### config.mk
export PLATFORM = sky130hd
export DESIGN_NAME = sctl_regs
export DESIGN_NICKNAME = d
export VERILOG_FILES = /design/src/rtl/sctl_pkg.sv /design/src/rtl/sctl_sync.sv /design/src/rtl/sctl_frame.sv /design/src/rtl/sctl_regfile.sv /design/src/rtl/sctl_regs.sv
export SDC_FILE = /design/constraint.sdc
export NUM_CORES = 1
export LEC_CHECK = 0
export BUFFER_PORTS_ARGS = -buffer_cell sky130_fd_sc_hd__buf_4
export CORE_ASPECT_RATIO = 1.4
export CORE_MARGIN = 3
export CORE_UTILIZATION = 35
export DETAILED_ROUTE_END_ITERATION = 12
export PLACE_DENSITY = 0.6
export SLEW_MARGIN = 5
export SYNTH_ARGS = -nofsm -noshare
export SYNTH_HDL_FRONTEND = slang
export SYNTH_SLANG_ARGS = --single-unit
### constraint.sdc
create_clock -name clk_i -period 2.4 [get_ports clk_i]
set_clock_uncertainty 0.2 [all_clocks]
set_input_delay 0.12 -clock clk_i [delete_from_list [all_inputs] [get_ports clk_i]]
set_output_delay 0.12 -clock clk_i [all_outputs]
set_load 0.01 [all_outputs]
### src/rtl/sctl_pkg.sv
package sctl_pkg;
  localparam int NIB_W  = 4;
  localparam int ADDR_W = 3;
  localparam int N_STORED = 6;
  localparam int FRAME_BITS = 2 * NIB_W;
  localparam int CNT_W = $clog2(FRAME_BITS + 1);
  localparam int RO_ADDR = 6;

  typedef logic [NIB_W-1:0]  nib_t;
  typedef logic [ADDR_W-1:0] addr_t;

  localparam nib_t RST_VAL [N_STORED] = '{4'h2, 4'h0, 4'h0, 4'h0, 4'h0, 4'hF};
  localparam nib_t BIT_MASK [N_STORED] = '{4'hE, 4'hF, 4'hF, 4'hF, 4'hF, 4'hF};
endpackage

### src/rtl/sctl_sync.sv
module sctl_sync #(
  parameter int   STAGES = 2,
  parameter logic INIT   = 1'b0
) (
  input  logic clk_i,
  input  logic rst_ni,
  input  logic d_i,
  output logic q_o
);
  logic [STAGES-1:0] pipe_q;

  always_ff @(posedge clk_i or negedge rst_ni) begin
    if (!rst_ni) pipe_q <= {STAGES{INIT}};
    else         pipe_q <= {pipe_q[STAGES-2:0], d_i};
  end

  assign q_o = pipe_q[STAGES-1];
endmodule

### src/rtl/sctl_frame.sv
module sctl_frame
  import sctl_pkg::*;
(
  input  logic                clk_i,
  input  logic                rst_ni,
  input  logic                en_i,
  input  logic                sclk_i,
  input  logic                sdi_i,
  input  nib_t                rd_data_i,
  output addr_t               addr_o,
  output logic                wr_en_o,
  output nib_t                wr_data_o,
  output logic                is_rd_o,
  output logic [CNT_W-1:0]    bit_cnt_o,
  output logic                sdo_o,
  output logic                sdo_oe_o
);
  localparam int HDR_W = ADDR_W + 1;
  localparam logic [CNT_W-1:0] CNT_HDR  = CNT_W'(HDR_W);
  localparam logic [CNT_W-1:0] CNT_LAST = CNT_W'(FRAME_BITS - 1);
  localparam logic [CNT_W-1:0] CNT_END  = CNT_W'(FRAME_BITS);

  logic              sclk_q;
  logic              rise, fall;
  logic [CNT_W-1:0]  cnt_q;
  logic [HDR_W-1:0]  hdr_q;
  nib_t              dat_q;
  nib_t              tx_q;
  logic              sdo_q, oe_q;
  logic              in_data;

  assign rise    = sclk_i & ~sclk_q;
  assign fall    = ~sclk_i & sclk_q;
  assign in_data = (cnt_q >= CNT_HDR) && (cnt_q < CNT_END);

  always_ff @(posedge clk_i or negedge rst_ni) begin
    if (!rst_ni) sclk_q <= 1'b0;
    else         sclk_q <= sclk_i;
  end

  always_ff @(posedge clk_i or negedge rst_ni) begin
    if (!rst_ni) begin
      cnt_q <= '0;
      hdr_q <= '0;
      dat_q <= '0;
      tx_q  <= '0;
      sdo_q <= 1'b0;
      oe_q  <= 1'b0;
    end else if (!en_i) begin
      cnt_q <= '0;
      sdo_q <= 1'b0;
      oe_q  <= 1'b0;
    end else begin
      if (rise && cnt_q != CNT_END) begin
        if (cnt_q < CNT_HDR)  hdr_q <= {hdr_q[HDR_W-2:0], sdi_i};
        else if (!hdr_q[HDR_W-1]) dat_q <= {dat_q[NIB_W-2:0], sdi_i};
        cnt_q <= cnt_q + 1'b1;
      end
      if (fall && hdr_q[HDR_W-1] && in_data) begin
        if (cnt_q == CNT_HDR) begin
          sdo_q <= rd_data_i[NIB_W-1];
          tx_q  <= {rd_data_i[NIB_W-2:0], 1'b0};
        end else begin
          sdo_q <= tx_q[NIB_W-1];
          tx_q  <= {tx_q[NIB_W-2:0], 1'b0};
        end
        oe_q <= 1'b1;
      end else if (fall && cnt_q == CNT_END) begin
        oe_q  <= 1'b0;
        sdo_q <= 1'b0;
      end
    end
  end

  // commit only on the last data bit so an aborted write is lost
  assign wr_en_o   = en_i & rise & (cnt_q == CNT_LAST) & ~hdr_q[HDR_W-1];
  assign wr_data_o = {dat_q[NIB_W-2:0], sdi_i};
  assign addr_o    = hdr_q[ADDR_W-1:0];
  assign is_rd_o   = hdr_q[HDR_W-1];
  assign bit_cnt_o = cnt_q;
  assign sdo_o     = sdo_q;
  assign sdo_oe_o  = oe_q;
endmodule

### src/rtl/sctl_regfile.sv
module sctl_regfile
  import sctl_pkg::*;
(
  input  logic  clk_i,
  input  logic  rst_ni,
  input  logic  wr_en_i,
  input  addr_t addr_i,
  input  nib_t  wr_data_i,
  input  nib_t  ro_i,
  output nib_t  rd_data_o,
  output nib_t  regs_o [N_STORED]
);
  nib_t regs_q [N_STORED];

  for (genvar g = 0; g < N_STORED; g++) begin : g_reg
    always_ff @(posedge clk_i or negedge rst_ni) begin
      if (!rst_ni) regs_q[g] <= RST_VAL[g];
      else if (wr_en_i && addr_i == addr_t'(g))
        regs_q[g] <= wr_data_i & BIT_MASK[g];
    end
    assign regs_o[g] = regs_q[g];
  end

  always_comb begin
    rd_data_o = '0;
    if (int'(addr_i) < N_STORED) rd_data_o = regs_q[addr_i];
    else if (int'(addr_i) == RO_ADDR) rd_data_o = ro_i;
  end
endmodule

### src/rtl/sctl_regs.sv
module sctl_regs
  import sctl_pkg::*;
#(
  parameter int SYNC_STAGES = 2
) (
  input  logic       clk_i,
  input  logic       rst_ni,
  input  logic       sen_ni,
  input  logic       sclk_i,
  input  logic       sdi_i,
  output logic       sdo_o,
  output logic       sdo_oe_o,
  input  logic [3:0] rx_digit_i,
  output logic [3:0] line_mode_o,
  output logic [3:0] det_time_o,
  output logic [3:0] func_sel_o,
  output logic [3:0] rx_gain_o,
  output logic [3:0] tx_atten_o,
  output logic [3:0] tone_sel_o
);
  localparam int NPIN = 3;
  localparam logic [NPIN-1:0] PIN_INIT = 3'b100;

  logic [NPIN-1:0]  pin_raw, pin_s;
  logic             en_s;
  addr_t            addr;
  logic             wr_en, is_rd;
  nib_t             wr_data, rd_data;
  logic [CNT_W-1:0] bit_cnt;
  nib_t             regs [N_STORED];

  assign pin_raw = {sen_ni, sclk_i, sdi_i};

  for (genvar p = 0; p < NPIN; p++) begin : g_sync
    sctl_sync #(.STAGES(SYNC_STAGES), .INIT(PIN_INIT[p])) u_sync (
      .clk_i (clk_i),
      .rst_ni(rst_ni),
      .d_i   (pin_raw[p]),
      .q_o   (pin_s[p])
    );
  end

  assign en_s = ~pin_s[2];

  sctl_frame u_frame (
    .clk_i    (clk_i),
    .rst_ni   (rst_ni),
    .en_i     (en_s),
    .sclk_i   (pin_s[1]),
    .sdi_i    (pin_s[0]),
    .rd_data_i(rd_data),
    .addr_o   (addr),
    .wr_en_o  (wr_en),
    .wr_data_o(wr_data),
    .is_rd_o  (is_rd),
    .bit_cnt_o(bit_cnt),
    .sdo_o    (sdo_o),
    .sdo_oe_o (sdo_oe_o)
  );

  sctl_regfile u_regs (
    .clk_i    (clk_i),
    .rst_ni   (rst_ni),
    .wr_en_i  (wr_en),
    .addr_i   (addr),
    .wr_data_i(wr_data),
    .ro_i     (rx_digit_i),
    .rd_data_o(rd_data),
    .regs_o   (regs)
  );

  assign line_mode_o = regs[0];
  assign det_time_o  = regs[1];
  assign func_sel_o  = regs[2];
  assign rx_gain_o   = regs[3];
  assign tx_atten_o  = regs[4];
  assign tone_sel_o  = regs[5];
endmodule

# ---- Yosys cells after proc, flatten, opt, wreduce, memory -nomap -nowiden
# Index checks and enable logic that the tools add are counted.
dict set report op_classes {
  reduce_logical 17
  eq_ne 10
  n_lt_le_gt_ge 5
  n_bitwise 11
  add_sub_neg 1
  mux 14
}
# operator n
set op_table {}
lappend op_table {{$mux 4} 7}
lappend op_table {{$bmux 4 s3} 1}
lappend op_table {{$logic_and 1x1->1} 11}
lappend op_table {{$eq 3x2->1 const B} 3}
lappend op_table {{$eq 4x3->1 const B} 2}
lappend op_table {{$eq 3x3->1 const B} 2}
lappend op_table {{$mux 1} 6}
lappend op_table {{$and 1x1->1} 5}
lappend op_table {{$not 1->1} 5}
lappend op_table {{$add 4x1->4 const B} 1}
lappend op_table {{$eq 4x4->1 const B} 1}
lappend op_table {{$ge 4x3->1 const B} 1}
lappend op_table {{$ge 4x4->1 const B} 1}
lappend op_table {{$lt 4x3->1 const B} 1}
lappend op_table {{$lt 4x4->1 const B} 1}
lappend op_table {{$ne 4x4->1 const B} 1}
lappend op_table {{$not 3->4} 1}
lappend op_table {{$reduce_and 4->1} 1}
lappend op_table {{$eq 3x1->1 const B} 1}
lappend op_table {{$logic_not 3->1} 1}
lappend op_table {{$lt 3x3->1 const B} 1}
lappend op_table {{$reduce_and 3->1} 1}
lappend op_table {{$reduce_bool 3->1} 1}
lappend op_table {{$reduce_and 2->1} 1}
lappend op_table {{$reduce_bool 2->1} 1}
dict set report word_totals {
  inputBits 9
  word_cells 74
  reg_bits 47
  out_inout_bits 26
}

# ---- Logic depth before layout (Yosys ltp)
# Gate-level depths: netlist (run 1).
dict set report depth {
  depth_word 8
  ltp_mapped 6
  depth_no_buf 6
}

# ---- Modules after synthesis
# From an unflattened synthesis (run 1), not the netlist that was laid out.
dict set report hier_totals {
  cells_unflattened 163
  area_unflattened_um2 2148.3
}
# module area_per_inst_um2 seq_area_each_um2 cells_per_inst n_inst
set by_module_without_submodules {}
lappend by_module_without_submodules {sctl_regfile 1163.6 581.8 86 1}
lappend by_module_without_submodules {sctl_frame 828.3 425.4 70 1}
lappend by_module_without_submodules {{sctl_sync (g_sync[0].u_sync ...)} 50.0 50.0 2 2}
lappend by_module_without_submodules {{sctl_sync (g_sync[2].u_sync)} 52.6 52.6 2 1}
lappend by_module_without_submodules {sctl_regs 3.8 0.0 1 1}

# ---- Least setup slack after synthesis (run 1)
# No wires, ideal clock.
dict set report synth_timing {
  kind {reg-to-reg}
  start {register u_frame.sclk_q}
  end {register u_regs.regs_q, in the netlist u_regs.regs_o[1]}
  stages_incl_launch_ff 6
  path_buffers 1
  setup_time_ns 0.085
  arrival_time_ns 1.524
  required_time_ns 2.115
  period_less_slack_ns 1.809
  path_slack_ns 0.591
  cell_sequence {dfrtp_1 -> nor4b_2 -> and4b_1 -> and3_1 -> buf_4 -> mux2_1}
}
dict set report synth_via {
  elab_chain_len 6
}
# item line_no
set synth_lines {}
lappend synth_lines {{start: declaration} sctl_frame.sv:23} ;# logic sclk_q;
lappend synth_lines {{start signal: assignment} sctl_frame.sv:38} ;# else sclk_q <= sclk_i;
lappend synth_lines {{$not 1->1} sctl_frame.sv:32} ;# assign rise = sclk_i & ~sclk_q;
lappend synth_lines {{$and 1x1->1} sctl_frame.sv:32}
lappend synth_lines {{$and 1x1->1 (3 in a row)} sctl_frame.sv:76} ;# assign wr_en_o = en_i & rise & (cnt_q == CNT_LAST) & ~hdr_q[HDR_W-1];
lappend synth_lines {{$logic_and 1x1->1} sctl_regfile.sv:18} ;# else if (wr_en_i && addr_i == addr_t'(g))
lappend synth_lines {{end signal: indexed assignment} sctl_regfile.sv:17} ;# if (!rst_ni) regs_q[g] <= RST_VAL[g];
lappend synth_lines {{end signal: indexed assignment} sctl_regfile.sv:19} ;# regs_q[g] <= wr_data_i & BIT_MASK[g];
lappend synth_lines {{end: declaration} sctl_regfile.sv:13} ;# nib_t regs_q [N_STORED];
# No other way between the ends.
# A chain may end at the register's enable or synchronous reset.

# ---- Worst setup path in the final report (run 1)
dict set report layout_timing {
  start {register u_frame.hdr_q[0]}
  end {register u_regs.regs_q, in the netlist u_regs.regs_o[11]}
}
dict set report layout_via {
  elab_chain_len 2
}
# item line_no
set layout_lines {}
lappend layout_lines {{start: declaration} sctl_frame.sv:26} ;# logic [HDR_W-1:0] hdr_q;
lappend layout_lines {{start signal: assignment} sctl_frame.sv:55} ;# if (cnt_q < CNT_HDR) hdr_q <= {hdr_q[HDR_W-2:0], sdi_i};
lappend layout_lines {{$eq 3x2->1} sctl_regfile.sv:18}
lappend layout_lines {{$logic_and 1x1->1} sctl_regfile.sv:18}
# No other way between the ends.

==> results of run 1 <==
-- cell families (layout without fill, tap and decap cells) --
kind of cell	count (synthesis)	after routing	share of synthesized area, %
AOI/OAI and AO/OA	15	15	5.01
xor gates and xnor gates	3	3	1.25
adders and majority gates	2	2	1.19
buffers and inverters	12	51	2.68
DFF	46	46	55.3
muxes	42	42	21.8
other	1	1	0.179
and+or+nand+nor	43	43	12.5
-- cell usage after synthesis --
| master | instances |
|---|---|
| dfrtp_1 | 39 |
| mux2_2 | 26 |
| mux2i_1 | 12 |
| nand2_1 | 8 |
| dfstp_2 | 7 |
| nand3_1 | 7 |
| nor2_1 | 6 |
| nand3b_1 | 5 |
| inv_1 | 4 |
| mux2_1 | 4 |
| o211ai_1 | 4 |
| a22oi_1 | 3 |
| and3_1 | 3 |
| buf_2 | 3 |
| clkbuf_1 | 3 |
| nand4_1 | 3 |
| nor2b_1 | 3 |
| a31oi_1 | 2 |
| and4b_1 | 2 |
| buf_4 | 2 |
| ha_1 | 2 |
| o21ai_0 | 2 |
| xnor2_1 | 2 |
| a21o_1 | 1 |
| a21oi_1 | 1 |
| a41oi_1 | 1 |
| and2b_1 | 1 |
| conb_1 | 1 |
| nand3b_2 | 1 |
| nand4b_1 | 1 |
| nor2b_2 | 1 |
| nor4b_2 | 1 |
| o2111ai_1 | 1 |
| or4b_1 | 1 |
| xor2_1 | 1 |
-- timing repair --
action | CTS | global route
buffers inserted | 0 | 0
hold buffers | 4 | 0
hold endpoints to repair | 42 | 0
-- power by group --
group | switching, mW | internal [mW]
combinational | 0.0982 | 0.107
clock | 0.258 | 0.444
sequential | 0.0719 | 0.808
total | 0.428 | 1.36
-- state kept, by name, indices dropped and copies added, names as in the netlist --
register              cells
u_frame.hdr_q             4
u_frame.dat_q             3
u_frame.sdo_o             1
g_sync.u_sync.pipe_q      6
u_frame.sdo_oe_o          1
u_frame.bit_cnt_o         4
u_regs.regs_o            23
u_frame.sclk_q            1
u_frame.tx_q              3
-- cell type report --
type	count	area (um^2)
Fill cell	533	3060
Sequential cell	46	1160
Multi-Input combinational cell	106	881
Timing Repair Buffer	39	303
Tap cell	68	85.1
Clock buffer	6	82.6
Clock inverter	2	60.1
Inverter	4	15.0
-- worst min-delay path, delay by kind of cell --
family	cells	cell delay [ps]
muxes	1	60
and+or+nand+nor	2	200
buffers and inverters	1	80
AOI/OAI and AO/OA	1	150
-- per-stage QoR --
step / hold slack, ps / utilization (%) / worst slack [ps] / area [um^2] / cells
finish: 153 / 45.8 / 423 / 2590 / 271
global route: 173 / 45.8 / 281 / 2590 / 271
CTS: 159 / 45.8 / 426 / 2590 / 271
detailed placement: -34.6 / 42.6 / 454 / 2400 / 259
global placement: -41.0 / 42.6 / 458 / 2400 / 259
floorplan: -376 / - / 591 / 2100 / 164
-- worst paths after layout --
check	end	start	slack (ps)	depth (start not counted)
setup / recovery	u_regs.regs_o[11]	u_frame.hdr_q[0]	420	3
hold / removal	u_frame.sdo_o	rx_digit_i[3]	150	5
setup reg to reg	u_regs.regs_o[11]	u_frame.hdr_q[0]	420	3
hold reg to reg	g_sync[1].u_sync.pipe_q[1]	g_sync[1].u_sync.pipe_q[0]	160	0
max in group asynchronous	u_frame.sclk_q	rst_ni	1440	2
min in group asynchronous	u_regs.regs_o[19]	rst_ni	160	2
-- metal layers --
metal  wire [um]  track usage (%)  vias to the layer above
met4          95             5.35                        0
met1        1930             16.0                      668
met3         145             3.00                        6
met5           0                0                        -
li1            -                -                      666
met2        2190             22.0                       25
==> key figures, run 1 <==
Run status
  – Status: finished clean

CTS
  – CTS Buf Count: 5
  – Clk_lat worst skew: about 290 ps
  – Clock Sinks: 46
  – Clock buffer depth: 2
  – CTS tree: built
  – Reg clk slew, reported paths: ~90 ps
  – Clock root buffer master: clkbuf_8
  – Htree depth: 2
  – Post-cts resize count: 0

Route
  – First-pass iteration count of the detailed router: 4
  – Antenna-violating nets left: 0
  – Final WL: approximately 4400 um
  – Average wire per standard cell: between 15 and 20 um
  – Vias per cell: between 5 and 6
  – DR vias: around 1,400
  – DRC viols: 0
  – DR iter-0 viols: 45

Floorplanning
  – Site Rows: 32
  – Io pins: 35
  – Core ar.: between 5000 and 6000 um^2
  – Die Area: 6970 um^2
  – DIE WIDTH: a little over 70 um
  – Initial Util: a little under two fifths
  – Die Span Y: 97.6 um

Yosys
  – Warnings from Yosys: 0
  – Yosys cell types: 35
  – Ranking of synthesized cells by area: dfrtp_1 (47%), mux2_2 (14%), dfstp_2 (8.8%), mux2i_1 (5.7%), mux2_1 (2.1%)
  – Post-Syn Instances: around 160
  – Post-Syn Nets: around 180
  – Post-Syn Area: 2100 um^2
  – Seq/Total Area, Yosys: between 50% and 60%
  – Yosys top cell area share: between 40 and 50%
  – Synth Area per Inst: between 10 and 15 um^2
  – Synth Register Bits: 46
  – Most area-hungry cell type in the Yosys netlist: dfrtp_1

Finish
  – Commonest non-fill, non-tap cells in the layout: dfrtp_1 (39), buf_4 (35), mux2_2 (26)
  – Commonest non-fill, non-tap cell in the layout: dfrtp_1
  – Final net count: 213
  – N_diodes: 0
  – Share of layout cells above drive strength 1: roughly two fifths
  – Syn-to-layout area delta: 23.3%

Placement
  – IO Port Bufs: 33
  – DPL Wire Length: between 3000 and 4000 um
  – Gpl congestion: between 0.7 and 0.8

Worst setup path
  – CP Cell Sequence: nor2b_1, and3_1, mux2_2
  – CP delay by family, top: simple AND/OR/NAND/NOR gates
  – Buf/Inv on CP: 0
  – Setup CP Type: reg -> reg
  – WP data arrival: 1960 ps
  – Crit path capture type: register
  – Worst path slowest cell: dfrtp_1
  – Req. time, crit path: 2380 ps
  – Slowest stage delay, CP: 600 ps
  – Worst setup SP type: register
  – Crit-path max FO: 15

Pwr
  – PD cells: between 600 and 700 nW/um^2
  – LEAKAGE: ~1.3 nW
  – Worst IR drop on VDD: around 0.37 mV
  – Total Power: approximately 1.8 mW

Timing
  – Max-slew violations: 0
  – Final Cycle Share: roughly 80%
  – Worst-Margin Slew: between 500 and 600 ps
  – Worst rel slew slack: about 61%
  – Fin Setup TNS: 0 ps
  – Crit path time final: around 2000 ps
  – Final count of negative-setup-slack endpoints: 0
  – FMAX: about 500 MHz
  – Final count of hold timing violations: 0
  – Unrepaired setup endpoints after global routing: false

Global routing
  – GRT overflow: 0
  – First-pass GRT wire length: 7220 um
  – Number of global-route vias before repair: ~1,500
  – Total GRT Usage: roughly an eighth
  – Initial antenna violation count: 0
  – Largest net degree at the start of global routing: 47

Worst hold path
  – Worst Hold Class: in -> reg

Flow run
  – Max_cap viols: 0
No activity file was read; power rests on OpenSTA's default activity.
==> run 2, diff against run 1 <==
--- a/config.mk
+++ b/config.mk
@@ -10,7 +10,7 @@
 export CORE_MARGIN = 3
 export CORE_UTILIZATION = 35
 export DETAILED_ROUTE_END_ITERATION = 12
-export PLACE_DENSITY = 0.6
+export PLACE_DENSITY = 0.62
 export SLEW_MARGIN = 5
 export SYNTH_ARGS = -nofsm -noshare
 export SYNTH_HDL_FRONTEND = slang
==> constraint.sdc (replaced) <==
create_clock -name clk_i -period 1.6 [get_ports clk_i]
set_clock_uncertainty 0.2 [all_clocks]
set_input_delay 0.08 -clock clk_i [delete_from_list [all_inputs] [get_ports clk_i]]
set_output_delay 0.08 -clock clk_i [all_outputs]
set_load 0.01 [all_outputs]
==> key figures, run 2 (synthesis results as in run 1) <==
Finish
  – N_diodes: 0
  – Syn-to-layout area delta: 37.8%
  – Commonest non-fill, non-tap cell in the layout: buf_4
  – Commonest non-fill, non-tap cells in the layout: buf_4 (51), dfrtp_1 (39), mux2_2 (19)
  – Finished Cell Area: 2890 um^2
  – Final Util: slightly above 50%
  – Final cell count without fillers: between 200 and 300
  – Share of layout cells above drive strength 1: between 50 and 60%
  – Final net count: 235
  – Number of flip-flops in the largest register: 23

Global routing
  – Initial antenna violation count: 0
  – Met1 Track Usage GR: between 10% and 20%
  – Largest net degree at the start of global routing: 47
  – First-pass GRT wire length: ~7700 um
  – Total GRT Usage: 14.0%
  – Met3 Resource Use GR: roughly 3%
  – Met2 usage: 25.0%
  – GRT overflow: 0
  – Number of global-route vias before repair: ~1,500
  – Busiest grt layer: met2

Worst setup path
  – Req. time, crit path: 1580 ps
  – R2R Path Start: u_frame.sclk_q
  – Setup CP Type: reg -> reg
  – Buf/Inv on CP: 1
  – Crit-path max FO: 4
  – Worst path slowest cell: or4b_4
  – WP data arrival: around 1900 ps
  – CP Cell Sequence: buf_4, and2b_1, or4b_4, mux2_2
  – CP delay by family, top: simple AND/OR/NAND/NOR gates
  – Crit path capture type: register
  – Worst Setup SP: u_frame.sclk_q
  – Slowest stage delay, CP: 500 ps
  – Worst setup SP type: register

CTS
  – Htree depth: 2
  – Clock Sinks: 46
  – CTS Buf Count: 5
  – Reg clk slew, reported paths: about 80 ps
  – CTS tree: built
  – Clk_lat worst skew: roughly 290 ps
  – Clock root buffer master: clkbuf_8
  – Clock buffer depth: 2

Placement
  – Gpl congestion: approximately 0.82
  – DPL Wire Length: roughly 3400 um
  – Placed cell areas: 2550 um^2
  – Placed cell count: approximately 280
  – IO Port Bufs: 33

Floorplanning
  – DIE WIDTH: about 70 um
  – Core ar.: 5650 um^2
  – Site Rows: 32
  – Initial Util: 37.1%
  – Die Area: between 6000 and 7000 um^2
  – Io pins: 35
  – Die Span Y: approximately 100 um

Timing
  – Crit path time final: 1860 ps
  – PnR worst setup slack: -265 ps
  – FMAX: about 540 MHz
  – Unrepaired setup endpoints after global routing: true
  – Max-slew violations: 0
  – Worst rel slew slack: 61.3%
  – Final count of hold timing violations: 0
  – Final Cycle Share: 117%
  – Final count of negative-setup-slack endpoints: 30
  – Worst Hold Slack: approximately 95 ps
  – Worst-Margin Slew: roughly 580 ps

Pwr
  – Worst IR drop on VDD: ~0.76 mV
  – LEAKAGE: approximately 1.4 nW
  – PD cells: just over 900 nW/um^2
  – Total Power: 2.64 mW

Route
  – Final WL: between 4000 and 5000 um
  – DR vias: roughly 1,500
  – Average wire per standard cell: ~16 um
  – First-pass iteration count of the detailed router: 4
  – DR iter-0 viols: 39
  – DRC viols: 0
  – Vias per cell: 5.15
  – Antenna-violating nets left: 0

Flow run
  – Max_cap viols: 0

Run status
  – Status: complete, but fails checks
  – Violated checks: setup timing

Worst hold path
  – Worst Hold Class: in -> reg
  – Worst Hold Launch: rx_digit_i[0]
run 2: cell count changes in the layout (fill, tap and decap cells not counted), moves of 4 or more:
cell and change:
mux2_2 -7, mux2_4 +11, mux2_1 -4, buf_4 +16, buf_6 +5
run 2: cell type report:
type / instances / area (um^2)
fillers: 514 / 2760
flip-flops and latches: 46 / 1160
multi-input cells: 107 / 1040
repair buffers: 60 / 479
well taps: 68 / 85.1
clock buffers: 7 / 76.3
clock inverters: 1 / 30.0
inverters: 4 / 17.5
run 2: worst paths after layout:
path	end	slack [ps]	cells after the start
worst max-delay path	u_frame.hdr_q[3]	-260	4
worst min-delay path	u_frame.tx_q[1]	100	5
worst max register to register	u_frame.hdr_q[3]	-260	4
worst min register to register	g_sync[1].u_sync.pipe_q[1]	150	0
max in group asynchronous	u_regs.regs_o[16]	680	2
min in group asynchronous	u_frame.tx_q[2]	120	2
run 2: what timing repair did:
action                                  in CTS  in global routing
hold buffers                                 4                  0
cloned                                       0                  1
endpoints found under the setup margin      34                 37
pin swaps                                    5                  6
resized for setup                           19                 21
setup buffers                                3                  3
endpoints found under the hold margin       49                  0
run 2: worst register-to-register path: cells and delay by family (launching register included):
family,cells,cell delay [ps]
AND/OR/NAND/NOR,2,700
flip-flops,1,410
multiplexers,1,290
buffers and inverters,1,140
run 2: stage by stage:
stage / setup slack [ps] / setup TNS (ps)
global route: -344 / -8070
floorplan: -208 / -2930
global placement: -356 / -6670
detailed placement: -411 / -7360
finish: -265 / -5840
CTS: -258 / -6190
run 2: routing by layer:
metal | up-vias | part of all wire (%)
met2 | 24 | 54
met5 | - | 0
met3 | 4 | 3.4
li1 | 711 | -
met1 | 770 | 42
met4 | 0 | 1.3
run 2: where the power goes:
part           switching (mW)  total [mW]  internal (mW)
Sequential             0.0491        1.26           1.21
Clock                   0.368       0.835          0.467
Combinational           0.274       0.548          0.274
Total                   0.691        2.64           1.95
==> run 3, diff against run 2 <==
--- a/config.mk
+++ b/config.mk
@@ -5,9 +5,10 @@
 export SDC_FILE = /design/constraint.sdc
 export NUM_CORES = 1
 export LEC_CHECK = 0
+export ABC_AREA = 1
 export BUFFER_PORTS_ARGS = -buffer_cell sky130_fd_sc_hd__buf_4
 export CORE_ASPECT_RATIO = 1.4
-export CORE_MARGIN = 3
+export CORE_MARGIN = 2
 export CORE_UTILIZATION = 35
 export DETAILED_ROUTE_END_ITERATION = 12
 export PLACE_DENSITY = 0.62
==> key figures, run 3 <==
Run status
  – Status: complete, but fails checks
  – Violated checks: setup timing

Timing
  – Worst Hold Slack: around 63 ps
  – Fin Setup TNS: -454 ps
  – Crit path time final: about 1700 ps
  – Final count of negative-setup-slack endpoints: 14
  – Unrepaired setup endpoints after global routing: true
  – Worst rel slew slack: just over 60%
  – Max-slew violations: 0
  – Final count of hold timing violations: 0
  – FMAX: just over 600 MHz
  – Worst-Margin Slew: ~590 ps
  – PnR worst setup slack: -53.1 ps
  – Final Cycle Share: 103%

Yosys
  – Top-count cell post-synth: nand2_1
  – Post-Syn Nets: between 200 and 300
  – Most used DFF post-synth: dfrtp_1
  – Adder-cell share of the synthesized area: 1.16%
  – Seq/Total Area, Yosys: 53.9%
  – Most area-hungry cell type in the Yosys netlist: dfrtp_1
  – Ys async rst share: between 90% and 100%
  – Post-Syn Area: around 2200 um^2
  – Synth Register Bits: 46
  – Synth Area per Inst: roughly 8.3 um^2
  – Post-synth EDFFs: 0
  – Mux contribution to synthesized area: 0%
  – Synth Area in Compound Gates: roughly 8.6%
  – Largest family of logic cells by synthesized area: simple AND/OR/NAND/NOR gates
  – Yosys cell types: 20
  – Warnings from Yosys: 0
  – Ranking of synthesized cells by area: dfrtp_1 (45%), nand2_1 (17%), dfstp_2 (8.5%), o21ai_0 (7.7%), nand3_1 (5.6%)
  – Yosys top cell area share: 45.3%
  – Commonest cells in the netlist: nand2_1 (98), dfrtp_1 (39), o21ai_0 (33)
  – Synth Area in Simple Gates: a little under a third
  – XOR/XNOR Fraction of Synth Area: 0%
  – Post-Syn Instances: 260

Floorplanning
  – DIE WIDTH: ~70 um
  – Site Rows: 33
  – Core ar.: between 5000 and 6000 um^2
  – Die Area: a little under 7000 um^2
  – Die Span Y: between 90 and 100 um
  – Initial Util: a little over a third
  – Io pins: 35

Worst hold path
  – Hold path depth: 7
  – Worst Hold Class: in -> reg
  – Hold Path End: u_frame.tx_q[2]
  – Worst Hold Launch: rx_digit_i[1]

CTS
  – CTS tree: built
  – Clock Sinks: 46
  – Clock buffer depth: 2
  – Reg clk slew, reported paths: ~80 ps
  – Clock root buffer master: clkbuf_8
  – Clk_lat worst skew: 290 ps
  – Htree depth: 2
  – CTS Buf Count: 5

Pwr
  – Power share of the sequential group: around half
  – Net Switching: 646 uW
  – Sw Share: between 20% and 30%
  – Gate power share: 15.7%
  – Worst IR drop on VDD: 0.474 mV
  – Clock Power Share: around a third
  – LEAKAGE: ~1.4 nW
  – PD cells: between 800 and 900 nW/um^2
  – Internal: around 1.8 mW

Worst setup path
  – Crit path capture type: register
  – R2R Path Start: u_frame.bit_cnt_o[3]
  – Worst setup SP type: register
  – Worst reg2reg path depth: 7
  – Crit-path max FO: 6
  – WP data arrival: about 1600 ps
  – R2R Path End: u_regs.regs_o[22]
  – Req. time, crit path: 1580 ps
  – R2R setup slack: -50 ps
  – Setup CP Type: reg -> reg

Route
  – DR vias: 1,903
  – DRC viols: 0
  – Final WL: about 5300 um
  – First-pass iteration count of the detailed router: 4
  – Antenna-violating nets left: 0
  – Vias per cell: approximately 4.8
  – Average wire per standard cell: 13.6 um
  – DR iter-0 viols: 58

Finish
  – Share of layout cells above drive strength 1: around 34%
  – N_diodes: 0
  – Final net count: roughly 330
  – Number of flip-flops in the largest register: 23
  – Syn-to-layout area delta: 36.7%
  – Finished Cell Area: 2940 um^2
  – Commonest non-fill, non-tap cell in the layout: nand2_1
  – Commonest non-fill, non-tap cells in the layout: nand2_1 (88), buf_4 (54), dfrtp_1 (37)

Global routing
  – Total GRT Usage: between 10% and 20%
  – Initial antenna violation count: 0
  – GRT overflow: 0
  – Number of global-route vias before repair: roughly 1,800
  – Largest net degree at the start of global routing: 47
  – First-pass GRT wire length: ~8600 um

Placement
  – Placed cell areas: around 2600 um^2
  – Gpl congestion: about 0.85
  – DPL Wire Length: ~3800 um
  – IO Port Bufs: 33

Flow run
  – Max_cap viols: 0
-- run 3: worst max-delay path by stage --
stage          slack (ps)                end                 start  depth (start not counted)
5_1_grt              -140  u_regs.regs_o[15]  u_frame.bit_cnt_o[3]                          7
3_3_place_gp          -20   u_frame.dat_q[0]  u_frame.bit_cnt_o[0]                          8
4_1_cts               -10  u_regs.regs_o[14]  u_frame.bit_cnt_o[3]                          7
2_1_floorplan          10  u_regs.regs_o[10]  u_frame.bit_cnt_o[0]                          8
6_report              -50  u_regs.regs_o[22]  u_frame.bit_cnt_o[3]                          7
3_5_place_dp          -50  u_regs.regs_o[14]  u_frame.bit_cnt_o[1]                          7
-- run 3: cells by family after synthesis --
| kind of cell | after synthesis |
|---|---|
| buffers and inverters | 28 |
| adders and majority gates | 2 |
| other | 1 |
| AOI/OAI and AO/OA | 37 |
| and+or+nand+nor | 146 |
| DFF | 46 |
-- run 3: area by class of cell --
type,count,area [um^2]
Tap cell,70,87.6
Clock buffer,7,76.3
Sequential cell,46,1160
Timing Repair Buffer,62,489
Inverter,21,78.8
Fill cell,585,2960
Clock inverter,1,30.0
Multi-Input combinational cell,186,1020
-- run 3: worst max-delay path: stages (launching register included) --
cell	delay, ps
dfrtp_1	430
inv_2	120
nand2_2	70
nor3_4	200
buf_6	180
nand4_4	160
nand2_2	110
o21ai_1	60
-- run 3: per-stage QoR --
step / total power, mW / instances / worst slack (ps) / utilization [%]
floorplan: 1.41 / 260 / 12.2 / -
global placement: 1.58 / 375 / -19.9 / 43.9
detailed placement: 1.58 / 375 / -53.3 / 43.9
CTS: 2.45 / 388 / -13.7 / 47.6
global route: 2.58 / 393 / -138 / 49.9
finish: 2.46 / 393 / -53.1 / 49.9
-- run 3: routing by layer --
layer  routed length (um)  track usage [%]
met5                    0                0
met3                  134             3.02
met1                 2320             20.9
met4                   88             5.92
met2                 2800             26.2
-- run 3: power by group through the flow --
stage / logic (mW) / registers [mW] / clock network, mW
after floorplan: 0.172 / 1.24 / 0
after global placement: 0.328 / 1.25 / 0
after detailed placement: 0.330 / 1.25 / 0
after CTS: 0.368 / 1.23 / 0.852
after global routing: 0.419 / 1.24 / 0.920
final: 0.386 / 1.23 / 0.844
-- run 3: what timing repair did --
action / 4_1_cts / 5_1_grt
hold endpoints to repair: 50 / 0
setup buffers: 0 / 5
cloned: 0 / 0
pin swaps: 1 / 11
setup endpoints to repair: 23 / 34
resized for setup: 10 / 48
hold buffers: 5 / 0
